File: config.mk
export PLATFORM = sky130hd
export DESIGN_NAME = pipe_bubble_ctrl
export DESIGN_NICKNAME = d
export VERILOG_FILES = /design/src/rtl/pipe_ctrl_pkg.sv /design/src/rtl/pbc_hold_mask.sv /design/src/rtl/pbc_skip_kill.sv /design/src/rtl/pbc_valid_regs.sv /design/src/rtl/pipe_bubble_ctrl.sv
export SDC_FILE = /design/constraint.sdc
export NUM_CORES = 1
export LEC_CHECK = 0
export BUFFER_PORTS_ARGS = -buffer_cell sky130_fd_sc_hd__clkbuf_2
export CAP_MARGIN = 20
export CORE_MARGIN = 5
export CORE_UTILIZATION = 25
export CTS_BUF_LIST = sky130_fd_sc_hd__clkbuf_4 sky130_fd_sc_hd__clkbuf_8
export DETAILED_ROUTE_END_ITERATION = 8
export HOLD_SLACK_MARGIN = 0.06
export PLACE_DENSITY = 0.7
export SYNTH_ARGS = -nofsm -noshare
export SYNTH_HDL_FRONTEND = slang
export SYNTH_HIERARCHICAL = 1
export SYNTH_SLANG_ARGS = --single-unit
File: constraint.sdc
create_clock -name clk -period 1.4 [get_ports clk]
set_input_delay 0.28 -clock clk [delete_from_list [all_inputs] [get_ports clk]]
set_output_delay 0.28 -clock clk [all_outputs]
set_load 0.03 [all_outputs]
File: src/rtl/pipe_ctrl_pkg.sv
// Package: shared defaults for the pipeline valid-bit controller.
// Assumes stage index 0 is fetch and indices grow toward write-back.
package pipe_ctrl_pkg;
    parameter int unsigned STAGES_DEF = 5;
    parameter int unsigned AC_IDX_DEF = 1;  // address calculation stage
    parameter int unsigned OF_IDX_DEF = 2;  // operand read stage
endpackage

File: src/rtl/pbc_hold_mask.sv
// Module: pbc_hold_mask
// Turns the two stall requests into a per-stage hold vector.
// Assumes AC_IDX < OF_IDX < STAGES-1; the wider reach wins when both are high.
module pbc_hold_mask #(
    parameter int unsigned STAGES = pipe_ctrl_pkg::STAGES_DEF,
    parameter int unsigned AC_IDX = pipe_ctrl_pkg::AC_IDX_DEF,
    parameter int unsigned OF_IDX = pipe_ctrl_pkg::OF_IDX_DEF
) (
    input  logic              ac_stall,
    input  logic              of_stall,
    output logic [STAGES-1:0] hold
);
    for (genvar i = 0; i < STAGES; i++) begin : g_hold
        localparam bit IN_AC_REACH = (i <= AC_IDX);
        localparam bit IN_OF_REACH = (i <= OF_IDX);
        // hold a stage if it lies within the reach of an active stall
        assign hold[i] = (of_stall && IN_OF_REACH) || (ac_stall && IN_AC_REACH);
    end
endmodule

File: src/rtl/pbc_skip_kill.sv
// Module: pbc_skip_kill
// For every valid stage requesting a skip, marks the nearest lower valid
// stage for invalidation, passing over bubbles. Purely combinational.
module pbc_skip_kill #(
    parameter int unsigned STAGES = pipe_ctrl_pkg::STAGES_DEF
) (
    input  logic [STAGES-1:0] valid,
    input  logic [STAGES-1:0] skip_req,
    output logic [STAGES-1:0] kill
);
    logic searching;

    // walk down from each skipping stage to the first valid successor
    always_comb begin
        kill      = '0;
        searching = 1'b0;
        for (int s = 0; s < STAGES; s++) begin
            searching = skip_req[s] && valid[s];
            for (int j = s - 1; j >= 0; j--) begin
                if (searching && valid[j]) begin
                    kill[j]   = 1'b1;
                    searching = 1'b0;
                end
            end
        end
    end
endmodule

File: src/rtl/pbc_valid_regs.sv
// Module: pbc_valid_regs
// Holds the per-stage valid bits. Held stages keep their bit, the stage
// below a held stage takes a bubble, killed entries are cleared, and
// flush empties the pipe with top priority.
module pbc_valid_regs #(
    parameter int unsigned STAGES = pipe_ctrl_pkg::STAGES_DEF
) (
    input  logic              clk,
    input  logic              rst_n,
    input  logic              fetch_valid,
    input  logic              flush,
    input  logic [STAGES-1:0] hold,
    input  logic [STAGES-1:0] kill,
    output logic [STAGES-1:0] valid
);
    logic [STAGES-1:0] valid_nxt;

    // next-state of each valid bit from hold, bubble and kill rules
    always_comb begin
        valid_nxt[0] = hold[0] ? (valid[0] && !kill[0]) : fetch_valid;
        for (int i = 1; i < STAGES; i++) begin
            if (hold[i])
                valid_nxt[i] = valid[i] && !kill[i];
            else if (hold[i-1])
                valid_nxt[i] = 1'b0;
            else
                valid_nxt[i] = valid[i-1] && !kill[i-1];
        end
    end

    // register the valid bits; reset and flush clear everything
    always_ff @(posedge clk) begin
        if (!rst_n)
            valid <= '0;
        else if (flush)
            valid <= '0;
        else
            valid <= valid_nxt;
    end

    AST_RESET_CLEARS: assert property (@(posedge clk) !rst_n |=> valid == '0);
    AST_FLUSH_EMPTIES: assert property (@(posedge clk) disable iff (!rst_n)
        flush |=> valid == '0);

    for (genvar i = 0; i < STAGES; i++) begin : g_chk
        AST_HELD_KEEPS: assert property (@(posedge clk) disable iff (!rst_n)
            (hold[i] && !flush && !kill[i]) |=> valid[i] == $past(valid[i]));
        if (i + 1 < STAGES) begin : g_bub
            AST_BUBBLE_BELOW: assert property (@(posedge clk) disable iff (!rst_n)
                (hold[i] && !hold[i+1]) |=> !valid[i+1]);
        end
    end
endmodule

File: src/rtl/pipe_bubble_ctrl.sv
// Module: pipe_bubble_ctrl (top)
// Interstage valid-bit and load-enable control for an in-order pipeline.
// Assumes the datapath loads a stage register only when stage_load is high
// and gates every side effect through the qualified strobes.
module pipe_bubble_ctrl #(
    parameter int unsigned STAGES = pipe_ctrl_pkg::STAGES_DEF,
    parameter int unsigned AC_IDX = pipe_ctrl_pkg::AC_IDX_DEF,
    parameter int unsigned OF_IDX = pipe_ctrl_pkg::OF_IDX_DEF
) (
    input  logic              clk,
    input  logic              rst_n,
    input  logic              fetch_valid,
    input  logic              ac_stall,
    input  logic              of_stall,
    input  logic              flush,
    input  logic [STAGES-1:0] skip_req,
    input  logic [STAGES-1:0] mem_req,
    input  logic [STAGES-1:0] reg_wr,
    output logic [STAGES-1:0] stage_load,
    output logic [STAGES-1:0] stage_valid,
    output logic [STAGES-1:0] mem_req_q,
    output logic [STAGES-1:0] reg_wr_q
);
    logic [STAGES-1:0] hold;
    logic [STAGES-1:0] kill;

    pbc_hold_mask #(.STAGES(STAGES), .AC_IDX(AC_IDX), .OF_IDX(OF_IDX)) u_hold (
        .ac_stall (ac_stall),
        .of_stall (of_stall),
        .hold     (hold)
    );

    pbc_skip_kill #(.STAGES(STAGES)) u_kill (
        .valid    (stage_valid),
        .skip_req (skip_req),
        .kill     (kill)
    );

    pbc_valid_regs #(.STAGES(STAGES)) u_valid (
        .clk         (clk),
        .rst_n       (rst_n),
        .fetch_valid (fetch_valid),
        .flush       (flush),
        .hold        (hold),
        .kill        (kill),
        .valid       (stage_valid)
    );

    // datapath load enables are the inverse of the hold vector
    assign stage_load = ~hold;
    // side effects only from valid entries
    assign mem_req_q  = mem_req & stage_valid;
    assign reg_wr_q   = reg_wr & stage_valid;

    AST_OF_REACH: assert property (@(posedge clk) disable iff (!rst_n)
        of_stall |-> stage_load[OF_IDX:0] == '0);
    AST_AC_REACH: assert property (@(posedge clk) disable iff (!rst_n)
        (ac_stall && !of_stall) |-> (stage_load[AC_IDX:0] == '0 && stage_load[AC_IDX+1]));
    AST_OF_BUBBLE: assert property (@(posedge clk) disable iff (!rst_n)
        of_stall |=> !stage_valid[OF_IDX+1]);
    AST_TOP_SKIP: assert property (@(posedge clk) disable iff (!rst_n)
        (skip_req[STAGES-1] && stage_valid[STAGES-1] && stage_valid[STAGES-2])
        |=> !stage_valid[STAGES-1]);
endmodule

==> impl_metrics.prom <==
# TYPE chip_impl_metric gauge
chip_impl_metric{name="detail_route.first_pass.iterations",unit=""} 2
chip_impl_metric{name="rows",unit=""} 15
chip_impl_metric{name="cts.sink_count",unit=""} 5
chip_impl_metric{name="cp_data_arrival_time",unit="ns"} 1.55
chip_impl_metric{name="dpl.hpwl",unit="um"} 982.4
chip_impl_metric{name="post-route-period-util",unit="%"} 97.96
chip_impl_metric{name="finish.net_count",unit=""} 120
chip_impl_metric{name="drv_cap",unit=""} 0
chip_impl_metric{name="place_congestion",unit=""} 0.6744
chip_impl_info{name="critPathLaunchType",value="flip-flop"} 1
chip_impl_info{name="cts_root_buffer",value="clkbuf_4"} 1
chip_impl_metric{name="post-route-util",unit="%"} 41.26
chip_impl_metric{name="synthesis_warning_total",unit=""} 6
chip_impl_metric{name="antenna-diode-count",unit=""} 0
chip_impl_metric{name="routed-via-count",unit=""} 543
chip_impl_metric{name="cts_inserted_buffers",unit=""} 3
chip_impl_metric{name="worst_supply_voltage_drop_on_vdd",unit="mV"} 0.2196
chip_impl_metric{name="power_density",unit="mW/mm^2"} 576.3
chip_impl_info{name="rsz0062_at_grt",value="true"} 1
chip_impl_metric{name="largest_reg_flops",unit=""} 5
chip_impl_info{name="crit_end_category",value="flip-flop"} 1
chip_impl_metric{name="cts_htree_levels",unit=""} 1
chip_impl_metric{name="die_h",unit="um"} 51.56
chip_impl_metric{name="initial_antenna_violation_count",unit=""} 0
chip_impl_metric{name="cts.hold.buffers_added",unit=""} 0
chip_impl_metric{name="timing_max_transition_violations_final",unit=""} 0
chip_impl_info{name="cts_tree",value="yes"} 1
chip_impl_metric{name="final-seq-area",unit="sq um"} 110.1
chip_impl_metric{name="finalHoldWorstSlack",unit="ns"} 0.2863
chip_impl_info{name="worst_hold_path_class",value="input pin to flip-flop"} 1
chip_impl_metric{name="drt-wirelength-per-cell",unit="um"} 9.974
chip_impl_metric{name="n_fill_cell",unit=""} 179
chip_impl_metric{name="gr-total-overflow",unit=""} 0
chip_impl_metric{name="clock-skew-final",unit="ns"} 0.002178
chip_impl_metric{name="layout_min_cycle_time",unit="ns"} 1.372
chip_impl_metric{name="relative_area_change_from_synthesis_to_final_layout",unit="%"} 61.45
chip_impl_metric{name="netlist_area",unit="sq um"} 431.7
chip_impl_metric{name="clock_input_transition_at_the_sequential_cells_of_the_worst_setup_and_hold_paths",unit="ns"} 0.04
chip_impl_metric{name="finalWirelength",unit="um"} 1147
chip_impl_metric{name="ys_seq_area_share",unit="%"} 23.19
chip_impl_metric{name="worst-endpoint-required",unit="ns"} 1.58
chip_impl_metric{name="synthesis.instances",unit=""} 56
chip_impl_metric{name="leakage",unit="nW"} 0.3677
chip_impl_metric{name="drt_drc_violations_left",unit=""} 0
chip_impl_info{name="worstSetupPathType",value="flip-flop to flip-flop"} 1
chip_impl_metric{name="synth_cell_types",unit=""} 16
chip_impl_metric{name="synthesis_stage_register_bit_count",unit=""} 5
chip_impl_metric{name="final_hold_violation_count",unit=""} 0
chip_impl_metric{name="die-area",unit="sq mm"} 0.002658
chip_impl_metric{name="drt_first_iter_violations",unit=""} 6
chip_impl_info{name="largestRegisters",value="u_valid/valid: 5 flops"} 1
chip_impl_metric{name="drt-vias-per-instance",unit=""} 4.722
chip_impl_metric{name="worst_path_max_fanout",unit=""} 4
chip_impl_metric{name="max_clock_freq",unit="GHz"} 0.7291
chip_impl_metric{name="clock_tree.buffer_depth",unit=""} 2
chip_impl_metric{name="buffer_ports.inserted",unit=""} 37
chip_impl_metric{name="first_global_vias",unit=""} 519
chip_impl_metric{name="grt_util_all_layers",unit="%"} 9.988
chip_impl_metric{name="io-pin-count",unit=""} 41
chip_impl_info{name="run_status",value="completed"} 1
chip_impl_metric{name="dieWidth",unit="um"} 51.56
chip_impl_metric{name="multi_input_gate_area_in_the_final_layout",unit="sq um"} 286.5
chip_impl_metric{name="antenna_violating_nets_left",unit=""} 0
chip_impl_info{name="most_flop_heavy_register",value="u_valid/valid"} 1
chip_impl_metric{name="average_instance_area_after_synthesis",unit="sq um"} 7.708
chip_impl_metric{name="placeableCoreArea",unit="sq mm"} 0.001689
chip_impl_metric{name="initial_util",unit="%"} 25.56
chip_impl_metric{name="grt_first_pass_wirelength",unit="um"} 1890
chip_impl_metric{name="finalSetupViolations",unit=""} 0
chip_impl_metric{name="grt_max_degree",unit=""} 9
chip_impl_metric{name="post_route_cells_drive_above_1_share",unit="%"} 56.12
chip_impl_metric{name="clk-insertion-delay-late",unit="ns"} 0.25
-- through the flow --
stage / total power, mW / instance area, sq um / TNS (ns) / instances / setup slack (ns)
floorplan: 0.1871 / 446.7 / -0.04713 / 57 / -0.04713
global placement: 0.2138 / 645.6 / -0.03180 / 110 / -0.03180
detailed placement: 0.2149 / 645.6 / -0.05376 / 110 / -0.05376
CTS: 0.4113 / 683.2 / 0 / 115 / 0.001010
global route: 0.4312 / 696.9 / -0.05674 / 115 / -0.03475
finish: 0.4016 / 696.9 / 0 / 115 / 0.02850
-- path summary, 6_finish.rpt --
path                                  startpoint               end  slack (ns)  cells after the start
worst max-delay path            u_valid/valid[3]  u_valid/valid[4]        0.03                      4
worst min-delay path                 fetch_valid  u_valid/valid[0]        0.29                      3
worst min register to register  u_valid/valid[0]  u_valid/valid[0]        0.53                      2
worst max register to register  u_valid/valid[3]  u_valid/valid[4]        0.03                      4
-- cells in the final DEF (no fill, tap or decap) --
master	n
nand3b_1	5
conb_1	3
nand2_1	2
dfxtp_1	1
dfxtp_2	2
nand3b_4	1
and3_2	1
a21boi_2	1
or2_1	1
dfxtp_4	2
a221o_1	1
inv_1	7
o21ai_1	1
clkbuf_4	4
a21oi_4	1
or4b_1	4
buf_4	5
and2_1	10
nand2b_1	2
buf_2	1
a21oi_1	6
clkbuf_2	36
a21oi_2	1
-- layout make-up --
type	instances	area share [%]
tap	17	3.052
clock buffer	4	4.309
multi-input combinational	40	41.11
timing repair buffer	42	31.96
sequential	5	15.80
inverter	7	3.770
-- logic make-up (layout without fill, tap and decap cells) --
| logic type | count (synthesis) | count (layout) | synth area share (%) |
|---|---|---|---|
| and+or+nand+nor | 26 | 26 | 44.93 |
| buffers and inverters | 12 | 53 | 14.78 |
| AOI/OAI and AO/OA | 11 | 11 | 15.36 |
| DFF | 5 | 5 | 23.19 |
| other | 2 | 3 | 1.740 |
-- critical path, cell delays in order (launching register included) --
cell	delay (ns)
dfxtp_4	0.35
buf_4	0.14
and3_2	0.20
or4b_1	0.46
a21oi_1	0.14
-- metal layers --
metal  track usage [%]  share of wire (%)
met5                 0                  0
met4             13.10                4.3
met3             1.433                8.0
met2             17.16                 50
met1             8.772                 37
-- cell usage after synthesis --
library cell  count  share of area (%)
or4b_1            4                9.3
and2_1           10                 14
nand2_1           2                1.7
nand3b_1          5                8.7
conb_1            2                1.7
a221o_1           1                2.3
a21oi_1           8                9.3
or2_1             1                1.5
nand3b_4          1                4.6
nand2b_1          2                2.9
buf_4             5                8.7
inv_1             7                6.1
a21boi_2          1                2.6
and3_2            1                1.7
dfxtp_1           5                 23
o21ai_0           1                1.2
-- power by group --
group / total, mW / switching [mW] / internal, mW
Combinational: 0.0712 / 0.0405 / 0.0308
Sequential: 0.140 / 0.000733 / 0.140
Clock: 0.190 / 0.0627 / 0.127
-- repair_timing --
item / 4_1_cts / 5_1_grt
setup buffers: 1 / 0
resized for setup: 0 / 5
setup endpoints to repair: 2 / 5
pin swaps: 4 / 4
Note: power is estimated with default switching activity, not from simulation.
